==> config.mk <==
export PLATFORM = sky130hd
export DESIGN_NAME = xlat_walker
export DESIGN_NICKNAME = d
export VERILOG_FILES = /design/src/rtl/xlat_pkg.sv /design/src/rtl/xlat_l1_decode.sv /design/src/rtl/xlat_l2_decode.sv /design/src/rtl/xlat_access_check.sv /design/src/rtl/xlat_walker.sv
export SDC_FILE = /design/constraint.sdc
export NUM_CORES = 1
export LEC_CHECK = 0
export BUFFER_PORTS_ARGS = -buffer_cell sky130_fd_sc_hd__buf_2
export CAP_MARGIN = 25
export CELL_PAD_IN_SITES_DETAIL_PLACEMENT = 1
export CELL_PAD_IN_SITES_GLOBAL_PLACEMENT = 1
export CORE_MARGIN = 4
export CORE_UTILIZATION = 35
export DETAILED_ROUTE_END_ITERATION = 12
export GPL_TIMING_DRIVEN = 0
export PLACE_DENSITY_LB_ADDON = 0.1
export SLEW_MARGIN = 20
export SYNTH_ARGS = -nofsm -noshare
export SYNTH_HDL_FRONTEND = slang
export SYNTH_SLANG_ARGS = --single-unit
==> constraint.sdc <==
create_clock -name clk -period 2.85 [get_ports clk]
set_clock_uncertainty 0.1 [all_clocks]
set_input_delay 0 -clock clk [delete_from_list [all_inputs] [get_ports clk]]
set_output_delay 0 -clock clk [all_outputs]
set_load 0.02 [all_outputs]
==> src/rtl/xlat_pkg.sv <==
package xlat_pkg;
  localparam int VA_W    = 32;
  localparam int DOM_W   = 4;
  localparam int N_DOM   = 1 << DOM_W;
  localparam int DAC_W   = 2 * N_DOM;
  localparam int L1_IDXW = 12;
  localparam int BASE_W  = VA_W - L1_IDXW - 2;

  typedef enum logic [1:0] {
    ST_IDLE = 2'd0,
    ST_L1   = 2'd1,
    ST_L2   = 2'd2,
    ST_DONE = 2'd3
  } walk_state_e;

  typedef enum logic [1:0] {
    L1_INV     = 2'd0,
    L1_COARSE  = 2'd1,
    L1_SECTION = 2'd2,
    L1_FINE    = 2'd3
  } l1_kind_e;

  typedef enum logic [2:0] {
    FLT_NONE    = 3'd0,
    FLT_XLAT_L1 = 3'd1,
    FLT_XLAT_L2 = 3'd2,
    FLT_DOMAIN  = 3'd3,
    FLT_PERM    = 3'd4
  } fault_e;
endpackage

==> src/rtl/xlat_l1_decode.sv <==
module xlat_l1_decode
  import xlat_pkg::*;
(
  input  logic [31:0]      desc,
  input  logic [19:0]      va_lo,
  output l1_kind_e         kind,
  output logic [31:0]      sect_pa,
  output logic [31:0]      l2_addr,
  output logic [DOM_W-1:0] dom,
  output logic [1:0]       ap,
  output logic             buf_en,
  output logic             cache_en
);
  logic unused_bits;
  assign unused_bits = ^{desc[9], desc[4]};

  assign kind     = l1_kind_e'(desc[1:0]);
  assign sect_pa  = {desc[31:20], va_lo};
  assign dom      = desc[8:5];
  assign ap       = desc[11:10];
  assign buf_en   = desc[2];
  assign cache_en = desc[3];

  // fine tables use 1 KB granules (1024 entries), coarse ones 4 KB (256 entries)
  always_comb begin
    if (desc[1:0] == 2'b11) l2_addr = {desc[31:12], va_lo[19:10], 2'b00};
    else                    l2_addr = {desc[31:10], va_lo[19:12], 2'b00};
  end
endmodule

==> src/rtl/xlat_l2_decode.sv <==
module xlat_l2_decode (
  input  logic [31:0] desc,
  input  logic [15:0] va_lo,
  input  logic        fine,
  output logic        ok,
  output logic [31:0] pa,
  output logic [1:0]  ap,
  output logic        buf_en,
  output logic        cache_en
);
  logic [1:0] sub_sel;

  assign buf_en   = desc[2];
  assign cache_en = desc[3];
  assign ok       = (desc[1:0] != 2'b00) && !((desc[1:0] == 2'b11) && !fine);

  always_comb begin
    unique case (desc[1:0])
      2'b01: begin pa = {desc[31:16], va_lo[15:0]}; sub_sel = va_lo[15:14]; end
      2'b10: begin pa = {desc[31:12], va_lo[11:0]}; sub_sel = va_lo[11:10]; end
      2'b11: begin pa = {desc[31:10], va_lo[9:0]};  sub_sel = 2'b00;        end
      default: begin pa = '0; sub_sel = 2'b00; end
    endcase
  end

  always_comb begin
    unique case (sub_sel)
      2'd0: ap = desc[5:4];
      2'd1: ap = desc[7:6];
      2'd2: ap = desc[9:8];
      default: ap = desc[11:10];
    endcase
  end
endmodule

==> src/rtl/xlat_access_check.sv <==
module xlat_access_check
  import xlat_pkg::*;
(
  input  logic [DAC_W-1:0] dac,
  input  logic [DOM_W-1:0] dom,
  input  logic [1:0]       ap,
  input  logic             is_user,
  input  logic             is_write,
  output fault_e           fault
);
  logic [1:0] dcode;
  logic       granted;

  assign dcode = dac[{dom, 1'b0} +: 2];

  always_comb begin
    if (is_user) granted = is_write ? (ap == 2'b11) : ap[1];
    else         granted = !is_write || (ap != 2'b00);
  end

  always_comb begin
    unique case (dcode)
      2'b11:   fault = FLT_NONE;
      2'b01:   fault = granted ? FLT_NONE : FLT_PERM;
      default: fault = FLT_DOMAIN;
    endcase
  end
endmodule

==> src/rtl/xlat_walker.sv <==
module xlat_walker
  import xlat_pkg::*;
(
  input  logic              clk,
  input  logic              rst_n,
  input  logic              req_valid,
  output logic              req_ready,
  input  logic [VA_W-1:0]   req_va,
  input  logic              req_user,
  input  logic              req_write,
  input  logic [BASE_W-1:0] tbl_base,
  input  logic [DAC_W-1:0]  dom_ctrl,
  output logic              mem_req,
  output logic [31:0]       mem_addr,
  input  logic              mem_ack,
  input  logic [31:0]       mem_rdata,
  output logic              rsp_valid,
  output logic [31:0]       rsp_pa,
  output logic [2:0]        rsp_fault,
  output logic [DOM_W-1:0]  rsp_dom,
  output logic              rsp_bufferable,
  output logic              rsp_cacheable
);
  walk_state_e      state_q, state_d;
  logic [VA_W-1:0]  va_q;
  logic             user_q, write_q, fine_q;
  logic [31:0]      l2_addr_q;
  logic [DOM_W-1:0] dom_q;
  logic [31:0]      pa_q;
  fault_e           fault_q;
  logic [DOM_W-1:0] rdom_q;
  logic             b_q, c_q;

  logic ld_req, ld_l2, ld_res;
  fault_e           res_fault;
  logic [31:0]      res_pa;
  logic [DOM_W-1:0] res_dom;
  logic             res_b, res_c;

  l1_kind_e         l1_kind;
  logic [31:0]      l1_sect_pa, l1_l2_addr;
  logic [DOM_W-1:0] l1_dom;
  logic [1:0]       l1_ap;
  logic             l1_b, l1_c;

  logic             l2_ok;
  logic [31:0]      l2_pa;
  logic [1:0]       l2_ap;
  logic             l2_b, l2_c;

  logic [DOM_W-1:0] chk_dom;
  logic [1:0]       chk_ap;
  fault_e           chk_fault;

  xlat_l1_decode u_l1 (
    .desc(mem_rdata), .va_lo(va_q[19:0]), .kind(l1_kind), .sect_pa(l1_sect_pa),
    .l2_addr(l1_l2_addr), .dom(l1_dom), .ap(l1_ap), .buf_en(l1_b), .cache_en(l1_c)
  );

  xlat_l2_decode u_l2 (
    .desc(mem_rdata), .va_lo(va_q[15:0]), .fine(fine_q), .ok(l2_ok), .pa(l2_pa),
    .ap(l2_ap), .buf_en(l2_b), .cache_en(l2_c)
  );

  assign chk_dom = (state_q == ST_L1) ? l1_dom : dom_q;
  assign chk_ap  = (state_q == ST_L1) ? l1_ap  : l2_ap;

  xlat_access_check u_chk (
    .dac(dom_ctrl), .dom(chk_dom), .ap(chk_ap), .is_user(user_q),
    .is_write(write_q), .fault(chk_fault)
  );

  // next-state and result selection
  always_comb begin
    state_d   = state_q;
    ld_req    = 1'b0;
    ld_l2     = 1'b0;
    ld_res    = 1'b0;
    res_fault = FLT_NONE;
    res_pa    = '0;
    res_dom   = dom_q;
    res_b     = 1'b0;
    res_c     = 1'b0;
    unique case (state_q)
      ST_IDLE: begin
        if (req_valid) begin
          ld_req  = 1'b1;
          state_d = ST_L1;
        end
      end
      ST_L1: begin
        if (mem_ack) begin
          unique case (l1_kind)
            L1_INV: begin
              ld_res    = 1'b1;
              res_fault = FLT_XLAT_L1;
              res_dom   = '0;
              state_d   = ST_DONE;
            end
            L1_SECTION: begin
              ld_res    = 1'b1;
              res_fault = chk_fault;
              res_dom   = l1_dom;
              if (chk_fault == FLT_NONE) begin
                res_pa = l1_sect_pa;
                res_b  = l1_b;
                res_c  = l1_c;
              end
              state_d = ST_DONE;
            end
            default: begin
              ld_l2   = 1'b1;
              state_d = ST_L2;
            end
          endcase
        end
      end
      ST_L2: begin
        if (mem_ack) begin
          ld_res  = 1'b1;
          state_d = ST_DONE;
          if (!l2_ok) begin
            res_fault = FLT_XLAT_L2;
          end else begin
            res_fault = chk_fault;
            if (chk_fault == FLT_NONE) begin
              res_pa = l2_pa;
              res_b  = l2_b;
              res_c  = l2_c;
            end
          end
        end
      end
      default: state_d = ST_IDLE;
    endcase
  end

  always_ff @(posedge clk or negedge rst_n) begin
    if (!rst_n) state_q <= ST_IDLE;
    else        state_q <= state_d;
  end

  always_ff @(posedge clk or negedge rst_n) begin
    if (!rst_n) begin
      va_q    <= '0;
      user_q  <= 1'b0;
      write_q <= 1'b0;
    end else if (ld_req) begin
      va_q    <= req_va;
      user_q  <= req_user;
      write_q <= req_write;
    end
  end

  always_ff @(posedge clk or negedge rst_n) begin
    if (!rst_n) begin
      l2_addr_q <= '0;
      dom_q     <= '0;
      fine_q    <= 1'b0;
    end else if (ld_l2) begin
      l2_addr_q <= l1_l2_addr;
      dom_q     <= l1_dom;
      fine_q    <= (l1_kind == L1_FINE);
    end
  end

  always_ff @(posedge clk or negedge rst_n) begin
    if (!rst_n) begin
      pa_q    <= '0;
      fault_q <= FLT_NONE;
      rdom_q  <= '0;
      b_q     <= 1'b0;
      c_q     <= 1'b0;
    end else if (ld_res) begin
      pa_q    <= res_pa;
      fault_q <= res_fault;
      rdom_q  <= res_dom;
      b_q     <= res_b;
      c_q     <= res_c;
    end
  end

  assign req_ready      = (state_q == ST_IDLE);
  assign mem_req        = (state_q == ST_L1) || (state_q == ST_L2);
  assign mem_addr       = (state_q == ST_L2) ? l2_addr_q : {tbl_base, va_q[31:20], 2'b00};
  assign rsp_valid      = (state_q == ST_DONE);
  assign rsp_pa         = pa_q;
  assign rsp_fault      = fault_q;
  assign rsp_dom        = rdom_q;
  assign rsp_bufferable = b_q;
  assign rsp_cacheable  = c_q;

  // a pending read keeps its address until acknowledged
  p_addr_hold_r3: assert property (@(posedge clk) disable iff (!rst_n)
    (mem_req && !mem_ack) |=> (mem_req && $stable(mem_addr)));

  // responses only follow an acknowledged read
  p_rsp_after_ack_r3: assert property (@(posedge clk) disable iff (!rst_n)
    rsp_valid |-> $past(mem_req && mem_ack));

  // response is a single-cycle pulse
  p_rsp_pulse_r12: assert property (@(posedge clk) disable iff (!rst_n)
    rsp_valid |=> !rsp_valid);

  // faulting responses carry no address or attributes
  p_fault_clean_r12: assert property (@(posedge clk) disable iff (!rst_n)
    (rsp_valid && rsp_fault != 3'd0) |-> (rsp_pa == '0 && !rsp_bufferable && !rsp_cacheable));

  // first-level translation fault reports domain zero
  p_l1_fault_dom_r4: assert property (@(posedge clk) disable iff (!rst_n)
    (rsp_valid && rsp_fault == 3'd1) |-> (rsp_dom == '0));
endmodule

# Word-level counts from Yosys, hierarchy flattened
# Cells that the tools add are included.
# W data, S select, Z words.
# classes
eq_ne	14
n_shift	1
n_mux	52
reduce_logical	15
# op_table
operator	n
$mux W32	7
$pmux W32 S3	1
$pmux W32 S2	1
$shiftx A32 B6 Y2	1
$mux W1	21
$pmux W3 S2	3
$eq A2 B2 Y1 const B	7
$mux W12	1
$mux W3	4
$mux W4	3
$pmux W2 S3	2
$eq A2 B1 Y1 const B	4
$mux W2	4
$pmux W4 S2	1
$logic_not A2 Y1	3
$ne A2 B2 Y1 const B	3
$pmux W1 S2	3
$pmux W2 S2	1
$reduce_bool A2 Y1	2
$logic_not A1 Y1	3
$logic_not A3 Y1	1
$reduce_and A3 Y1	1
$logic_and A1 B1 Y1	2
$logic_or A1 B1 Y1	2
$reduce_or A2 Y1	1
# totals
ff_bits	114
in_bits	120
out_inout_bits	76
wordCells	94

# Longest topological paths before layout
# Gate-level depths: netlist (run 1).
# logic_depth
ltp_word	15
ltp_mapped	11
mapped_depth_nobuf	9

# Modules after synthesis
# From an unflattened synthesis (run 1), not the netlist that was laid out.
# hier_totals
hier_cells	540
area_unflattened_um2	6708.9
# by_module_without_submodules
module	n_inst	cells_per_inst	area_each_um2	seq_area_each_um2
xlat_walker	1	365	5243.8	2852.7
xlat_l1_decode	1	76	608.1	0.0
xlat_l2_decode	1	71	501.7	0.0
xlat_access_check	1	28	355.3	0.0

# Least setup slack after synthesis (run 1)
# OpenSTA, ideal clock, no wires.
# synth_path
kind	reg-to-reg
from	register state_q[1]
to	register pa_q[11] (netlist: rsp_pa[11])
setup_time_ns	0.134
arrival_ns	2.840
required_ns	2.616
slack_ns	-0.224
stages_incl_launch_ff	11
cell_sequence	dfrtp_1 > inv_1 > ha_1 > buf_6 > mux2i_2 > mux4_1 > mux4_1 > inv_1 > and2_1 > buf_2 > o41ai_1
# synth_between
elab_chain_cells	12
# synth_rtl
item	line_no	text
start, declared	xlat_walker.sv:24	walk_state_e state_q, state_d;
start signal, assigned	xlat_walker.sv:140	else state_q <= state_d;
branches (longest 12 deep; another with $shiftx A32 B6 Y2)	--	
end signal, assigned	xlat_walker.sv:175	pa_q <= res_pa;
end, declared	xlat_walker.sv:29	logic [31:0] pa_q;
# Parallel ways; which one is timed is not known.
# A chain may end at the register's enable or synchronous reset.

# Final worst setup path (run 1)
# layout_path
from	register state_q[1]
to	register pa_q[6] (netlist: rsp_pa[6])
# Same word-level chain as after synthesis.

==> results of run 1 <==
[sequential cells by signal, indices dropped and copies added (netlist names)]
register / cells
va_q: 32
rsp_pa: 32
write_q: 1
rsp_fault: 3
l2_addr_q: 30
fine_q: 1
rsp_cacheable: 1
rsp_dom: 4
state_q: 2
rsp_bufferable: 1
user_q: 1
dom_q: 4
[synth_stat cells (2+ instances only)]
cell type / n
sky130_fd_sc_hd__nand2b_1: 3
sky130_fd_sc_hd__buf_6: 3
sky130_fd_sc_hd__nand3_1: 3
sky130_fd_sc_hd__nor3_1: 4
sky130_fd_sc_hd__buf_4: 2
sky130_fd_sc_hd__a31oi_1: 2
sky130_fd_sc_hd__a21oi_1: 14
sky130_fd_sc_hd__o31ai_1: 2
sky130_fd_sc_hd__a32oi_1: 4
sky130_fd_sc_hd__o211ai_1: 2
sky130_fd_sc_hd__nor2b_1: 2
sky130_fd_sc_hd__a211oi_1: 2
sky130_fd_sc_hd__a32o_1: 2
sky130_fd_sc_hd__o41ai_1: 10
sky130_fd_sc_hd__dfrtp_1: 112
sky130_fd_sc_hd__a22oi_1: 13
sky130_fd_sc_hd__mux2_2: 90
sky130_fd_sc_hd__and2_1: 3
sky130_fd_sc_hd__a21o_1: 2
sky130_fd_sc_hd__mux4_1: 2
sky130_fd_sc_hd__and3_1: 2
sky130_fd_sc_hd__nor2_1: 16
sky130_fd_sc_hd__ha_1: 8
sky130_fd_sc_hd__mux4_2: 4
sky130_fd_sc_hd__mux2i_1: 22
sky130_fd_sc_hd__nand2_1: 26
sky130_fd_sc_hd__clkbuf_1: 22
sky130_fd_sc_hd__inv_1: 7
sky130_fd_sc_hd__o21ai_0: 8
sky130_fd_sc_hd__a22o_1: 25
[worst max-delay path: cells and delay by family (launching register included)]
| kind | cells | cell delay, ns |
|---|---|---|
| AO/OA/AOI/OAI | 2 | 0.26 |
| buffers and inverters | 6 | 0.76 |
| adder cells (fa/ha/maj) | 1 | 0.12 |
| flip-flops | 1 | 0.39 |
| multiplexers | 3 | 1.27 |
[metal layers]
layer	routed length, µm	global-route usage	vias up
met3	1130	0.0582	12
met5	0	0	-
met2	8980	0.341	141
met1	7720	0.255	2393
met4	206	0.0410	0
li1	-	-	2182
[cells by family (layout without fill, tap and decap cells)]
family                   after synthesis  in the layout  share of synthesized area
flip-flops                           112            112                      0.512
other                                  1              2                   0.000686
AND/OR/NAND/NOR                       60             60                     0.0480
AO/OA/AOI/OAI                         93             93                      0.132
multiplexers                         120            120                      0.258
buffers and inverters                 36            330                     0.0304
adder cells (fa/ha/maj)                8              8                     0.0183
[final timing paths]
kind                            start          to  slack (ns)  depth (start not counted)
setup / recovery           state_q[1]   rsp_pa[6]       -0.16                         12
hold / removal                  rst_n  rsp_pa[25]        0.04                          2
setup reg to reg           state_q[1]   rsp_pa[6]       -0.16                         12
hold reg to reg            rsp_pa[13]  rsp_pa[13]        0.38                          2
max in group asynchronous       rst_n    va_q[15]        1.91                          3
min in group clk              mem_ack  state_q[0]        0.06                          4
[stage by stage]
step / worst slack, ns / power [mW]
after global routing: -0.268 / 9.46
after global placement: -1.34 / 6.69
after floorplan: 0.00843 / 5.49
after CTS: -0.127 / 8.43
after detailed placement: -0.562 / 6.83
final: -0.159 / 8.88
[power by group through the flow]
stage / Combinational, mW / Clock, mW / Sequential, mW
6_report: 4.72 / 1.33 / 2.83
3_3_place_gp: 3.88 / 0 / 2.81
3_5_place_dp: 3.98 / 0 / 2.84
5_1_grt: 5.09 / 1.44 / 2.93
4_1_cts: 4.24 / 1.37 / 2.82
2_1_floorplan: 2.56 / 0 / 2.93
[layout make-up]
type                       count  area (µm²)
clock buffer                  10         239
multi-input combinational    283        2700
tap                          211         264
buffer                        28         161
fill                        1660        7140
clock inverter                 6        73.8
sequential                   112        2810
timing repair buffer         279        1840
inverter                       7        26.3
[what timing repair did]
action                     4_1_cts  5_1_grt
hold endpoints to repair       199        0
hold buffers                    64        0
buffers inserted                 7       12
gates resized for setup          9       39
gates cloned                     0        1
setup endpoints to repair       54       41
pin swaps                        3       11
==> insert_results.sql, run 1 <==
INSERT INTO impl_metrics (metric_group, metric, value, unit) VALUES
('sta', 'fmax', '332', 'MHz'),
('setup_path', 'critical_path_arrival', '3.15', 'ns'),
('cells_and_area', 'layout.cells.most_common', 'sky130_fd_sc_hd__buf_2', ''),
('detailed_routing', 'first_pass_iters', '4', ''),
('floorplan', 'placement_rows', '45', ''),
('global_routing', 'maximum_number_of_pins_on_one_net_before_global_route_repair', '68', ''),
('status', 'status', 'finished, violations left', ''),
('clock_tree', 'cts_root_buffer_type', 'sky130_fd_sc_hd__clkbuf_16', ''),
('cells_and_area', 'layout.cells.non_filler', '936', ''),
('yosys', 'syn-instance-count', '430', ''),
('sta', 'worst_hold_slack', '0.0445', 'ns'),
('sta', 'final.setup.worst_slack', '-0.159', 'ns'),
('cells_and_area', 'layout.cells.most_common_list', 'sky130_fd_sc_hd__buf_2, sky130_fd_sc_hd__dfrtp_1, sky130_fd_sc_hd__mux2_2', ''),
('cells_and_area', 'post-route-cell-area', '8120', 'µm²'),
('global_routing', 'grt_antenna_before_repair', '0', ''),
('floorplan', 'design.portCount', '196', ''),
('global_routing', 'globalRouteOverflowTotal', '0', ''),
('yosys', 'synth_area_per_cell', '12.7', 'µm²'),
('yosys', 'synth_seq_cells', '112', ''),
('global_routing', 'global_route_wire_length_before_repair', '28200', 'µm'),
('power_and_ir_drop', 'p_switching', '3.63', 'mW'),
('cells_and_area', 'syn2layout_area_growth', '48.4', '%'),
('placed_design', 'placement.cell_area', '6760', 'µm²'),
('yosys', 'synth_sequential_area_ratio', '0.512', ''),
('clock_tree', 'path_clk_slew', '0.07', 'ns'),
('detailed_routing', 'drt_iter0_drc', '205', ''),
('power_and_ir_drop', 'switching_fraction', '0.408', ''),
('placed_design', 'place_congestion', '0.770', ''),
('detailed_routing', 'drc', '0', ''),
('status', 'failed_checks', 'negative setup slack', ''),
('clock_tree', 'worst_skew_pair.late_latency', '0.35', 'ns'),
('hold_path', 'worstHoldPathType', 'input pin to async pin', ''),
('global_routing', 'vias_in_the_first_global_route', '5223', ''),
('cells_and_area', 'finalNetCount', '848', ''),
('yosys', 'synth_cell_type_count', '43', ''),
('detailed_routing', 'postRouteWirelength', '18000', 'µm'),
('cells_and_area', 'finalCoreUtilization', '0.532', ''),
('setup_path', 'critical-path-slowest-cell', 'sky130_fd_sc_hd__mux4_2', ''),
('clock_tree', 'cts_tree', 'built', ''),
('floorplan', 'design.core.area', '15300', 'µm²'),
('yosys', 'synth_top_area_frac', '0.512', ''),
('clock_tree', 'cts-buffers-inserted', '9', ''),
('placed_design', 'detailed_placement_wirelength_estimate', '12800', 'µm'),
('sta', 'finalSetupViolCount', '30', ''),
('sta', 'finalCritPeriodShare', '1.06', ''),
('sta', 'final_max_slew_viol_count', '0', ''),
('placed_design', 'placed_cells_incl_taps', '837', ''),
('floorplan', 'fp.dieH', '133', 'µm'),
('sta', 'timing.max_slew.rel_slack', '0.516', ''),
('yosys', 'yosys.area.top_type', 'sky130_fd_sc_hd__dfrtp_1', ''),
('detailed_routing', 'total_number_of_vias', '4728', ''),
('yosys', 'yosys_most_used_dff', 'sky130_fd_sc_hd__dfrtp_1', ''),
('sta', 'grt_setup_unrepaired', 'true', ''),
('cells_and_area', 'antennaDiodeCount', '0', ''),
('setup_path', 'timing.critical_path.cells', 'inv_2 > ha_4 > buf_6 > mux2i_4 > buf_12 > mux4_2 > mux4_2 > inv_2 > a2111oi_4 > buf_4 > buf_6 > a22o_1', ''),
('power_and_ir_drop', 'share_clk_of_total_power', '0.150', ''),
('floorplan', 'fp.dieW', '133', 'µm'),
('floorplan', 'start_util', '0.358', ''),
('sta', 'hold_violation_count_in_the_final_report', '0', ''),
('yosys', 'yosys_warns', '0', ''),
('power_and_ir_drop', 'p_comb_frac', '0.532', ''),
('sta', 'timing_worst_slew_pin_value', '0.725', 'ns'),
('detailed_routing', 'route.detailed.vias_per_inst', '5.05', ''),
('cells_and_area', 'drive_gt1_frac', '0.506', ''),
('yosys', 'syn_area', '5470', 'µm²'),
('detailed_routing', 'post_route_antenna_net_violation_count', '0', ''),
('power_and_ir_drop', 'vdd.ir_drop.worst', '0.433', 'mV'),
('setup_path', 'worst_path_largest_cell_delay', '0.53', 'ns'),
('power_and_ir_drop', 'power-per-cell-area', '1090', 'nW/µm²'),
('power_and_ir_drop', 'power.sequential.fraction', '0.318', ''),
('power_and_ir_drop', 'p_int', '5.25', 'mW');
Note: power is estimated with default switching activity, not from simulation.
==> run 2, diff against run 1 <==
--- a/config.mk
+++ b/config.mk
@@ -13,6 +13,7 @@
 export CORE_UTILIZATION = 35
 export DETAILED_ROUTE_END_ITERATION = 12
 export GPL_TIMING_DRIVEN = 0
+export HOLD_SLACK_MARGIN = 0.15
 export PLACE_DENSITY_LB_ADDON = 0.1
 export SLEW_MARGIN = 20
 export SYNTH_ARGS = -nofsm -noshare
==> run 2 against run 1 <==
  * The flow still finishes with violations (negative setup slack)
  * Via count is 0.55% higher
  * Count of clock-buffer cells in the layout stayed put
  * Worst hold slack better by 0.20 ns
  * Utilization is 0.31 points higher
  * Non-clock buffer count is 3 higher
  * Total power is 0.11% higher
  * Sequential power hardly changed
  * Clock power hardly changed
  * Critical path type unchanged
  * Largest power group unchanged
==> insert_results.sql, run 2 (same netlist as run 1, synthesis figures left out) <==
INSERT INTO impl_metrics (metric_group, metric, value, unit) VALUES
('setup_path', 'timing.reg2reg.setup_slack', '-0.16', 'ns'),
('global_routing', 'maximum_number_of_pins_on_one_net_before_global_route_repair', '68', ''),
('setup_path', 'endpoint_kind', 'flip-flop', ''),
('cells_and_area', 'finalNetCount', '851', ''),
('floorplan', 'start_util', '0.358', ''),
('clock_tree', 'worst_skew_pair.late_latency', '0.35', 'ns'),
('setup_path', 'reg2reg_depth', '12', ''),
('setup_path', 'critical_path.max_fanout', '10', ''),
('hold_path', 'worstHoldPathType', 'input pin to primary output', ''),
('detailed_routing', 'first_pass_iters', '4', ''),
('detailed_routing', 'drc', '0', ''),
('floorplan', 'fp.dieW', '133', 'µm'),
('sta', 'timing.max_slew.rel_slack', '0.509', ''),
('status', 'status', 'finished, violations left', ''),
('setup_path', 'critical_path.endpoint', 'rsp_pa[6]', ''),
('sta', 'finalSetupViolCount', '29', ''),
('sta', 'fmax', '332', 'MHz'),
('clock_tree', 'clock_tree.buffer_depth', '2', ''),
('power_and_ir_drop', 'vdd.ir_drop.worst', '0.434', 'mV'),
('sta', 'fin_tns_setup', '-3.03', 'ns'),
('global_routing', 'vias_in_the_first_global_route', '5232', ''),
('sta', 'period_minus_slack', '3.01', 'ns'),
('setup_path', 'critical_path_depth', '12', ''),
('sta', 'final_max_slew_viol_count', '0', ''),
('sta', 'timing_worst_slew_pin_value', '0.737', 'ns'),
('sta', 'final.setup.worst_slack', '-0.161', 'ns'),
('setup_path', 'worst-setup-path-type', 'flip-flop to flip-flop', ''),
('setup_path', 'worst_path_largest_cell_delay', '0.53', 'ns'),
('floorplan', 'design.core.area', '15300', 'µm²'),
('cells_and_area', 'drive_gt1_frac', '0.505', ''),
('clock_tree', 'h-tree-depth', '3', ''),
('sta', 'worst_hold_slack', '0.247', 'ns'),
('setup_path', 'critPathBufInv', '6', ''),
('cells_and_area', 'layout.cells.most_common', 'sky130_fd_sc_hd__buf_2', ''),
('cells_and_area', 'syn2layout_area_growth', '49.3', '%'),
('detailed_routing', 'drt_iter0_drc', '194', ''),
('setup_path', 'r2r_end', 'rsp_pa[6]', ''),
('global_routing', 'grt_antenna_before_repair', '0', ''),
('cells_and_area', 'layout.cells.most_common_list', 'sky130_fd_sc_hd__buf_2, sky130_fd_sc_hd__dfrtp_1, sky130_fd_sc_hd__mux2_2', ''),
('detailed_routing', 'post_route_antenna_net_violation_count', '0', ''),
('global_routing', 'globalRouteOverflowTotal', '0', ''),
('detailed_routing', 'route.detailed.vias_per_inst', '5.06', ''),
('placed_design', 'placement.io_buffers', '193', ''),
('setup_path', 'timing.critical_path.cells', 'inv_2 > ha_4 > buf_6 > mux2i_4 > buf_12 > mux4_2 > mux4_2 > inv_2 > a2111oi_4 > buf_4 > buf_6 > a22o_1', ''),
('clock_tree', 'cts_tree', 'built', ''),
('placed_design', 'place_congestion', '0.770', ''),
('setup_path', 'worstReg2RegStart', 'state_q[1]', ''),
('sta', 'finalCritPeriodShare', '1.06', ''),
('detailed_routing', 'routed_wire_length_per_instance', '19.3', 'µm'),
('sta', 'grt_setup_unrepaired', 'true', ''),
('setup_path', 'critical_path_arrival', '3.15', 'ns'),
('setup_path', 'start_kind', 'flip-flop', ''),
('setup_path', 'critical-path-slowest-cell', 'sky130_fd_sc_hd__mux4_2', ''),
('global_routing', 'global_route_wire_length_before_repair', '28300', 'µm'),
('sta', 'hold_violation_count_in_the_final_report', '0', ''),
('floorplan', 'placement_rows', '45', ''),
('cells_and_area', 'antennaDiodeCount', '0', ''),
('setup_path', 'setup.worst_path.start', 'state_q[1]', ''),
('clock_tree', 'path_clk_slew', '0.07', 'ns'),
('flow_run', 'max_cap_viol_count', '0', ''),
('status', 'failed_checks', 'negative setup slack', ''),
('floorplan', 'die-area', '17700', 'µm²'),
('setup_path', 'crit_required', '2.99', 'ns'),
('clock_tree', 'cts_root_buffer_type', 'sky130_fd_sc_hd__clkbuf_16', ''),
('setup_path', 'crit_family', 'multiplexers', ''),
('floorplan', 'design.portCount', '196', ''),
('clock_tree', 'cts-buffers-inserted', '9', ''),
('placed_design', 'detailed_placement_wirelength_estimate', '12800', 'µm'),
('floorplan', 'fp.dieH', '133', 'µm'),
('clock_tree', 'cts.sinks', '112', ''),
('power_and_ir_drop', 'leakage', '3.95', 'nW'),
('global_routing', 'groute.usage.overall', '0.201', ''),
('detailed_routing', 'total_number_of_vias', '4754', ''),
('detailed_routing', 'postRouteWirelength', '18100', 'µm'),
('power_and_ir_drop', 'power-per-cell-area', '1090', 'nW/µm²');
## run 2: changes by cell type in the layout (fill, tap and decap cells not counted), sizes merged
cell / previous run / this run
buf: 221 / 222
dlygate4sd3: 64 / 66
## run 2: final cells by class
type                    count  area [µm²]
plain buffers              28         161
inverters                   7        26.3
repair buffers            282        1890
flip-flops and latches    112        2810
fillers                  1657        7100
multi-input cells         283        2700
clock inverters             6        73.8
clock buffers              10         239
well taps                 211         264
## run 2: power breakdown
group          internal (mW)  switching, mW
sequential              2.32          0.508
combinational           2.22           2.51
clock                  0.721          0.612
total                   5.26           3.63
## run 2: timing repair
action,in CTS,in global routing
hold buffers,67,0
gates resized for setup,9,39
cloned,0,1
pin swaps,3,11
setup buffers,7,12
endpoints found under the hold margin,202,0
endpoints found under the setup margin,54,41
## run 2: worst min path at each step
stage | from | end | slack [ns] | depth (start not counted)
after detailed placement | rst_n | rsp_pa[25] | -0.13 | 1
after global placement | req_va[23] | va_q[23] | 0.13 | 2
after global routing | tbl_base[12] | mem_addr[26] | 0.26 | 3
after floorplan | rst_n | dom_q[0] | -0.40 | 0
after CTS | tbl_base[4] | mem_addr[18] | 0.25 | 3
final | tbl_base[4] | mem_addr[18] | 0.25 | 3
## run 2: worst min-delay path, delay by kind of cell
| kind | cells | cell delay (ns) |
|---|---|---|
| muxes | 1 | 0.12 |
| buffers and inverters | 2 | 0.22 |
## run 2: metrics by stage
step | std cells | instance area [µm²] | power (mW) | util | setup WS (ns)
3_3_place_gp | 835 | 6710 | 6.69 | 0.440 | -1.34
5_1_grt | 939 | 8160 | 9.46 | 0.535 | -0.268
3_5_place_dp | 837 | 6760 | 6.83 | 0.443 | -0.562
6_report | 939 | 8160 | 8.89 | 0.535 | -0.161
2_1_floorplan | 431 | 5480 | 5.49 | - | 0.00843
4_1_cts | 927 | 7850 | 8.44 | 0.515 | -0.127
## run 2: metal layers
| metal | routed length (µm) | global-route usage | vias up | share of wire |
|---|---|---|---|---|
| li1 | - | - | 2186 | - |
| met1 | 7690 | 0.255 | 2404 | 0.42 |
| met2 | 9020 | 0.344 | 152 | 0.50 |
| met3 | 1210 | 0.0582 | 12 | 0.067 |
| met4 | 202 | 0.0410 | 0 | 0.011 |
| met5 | 0 | 0 | - | 0 |
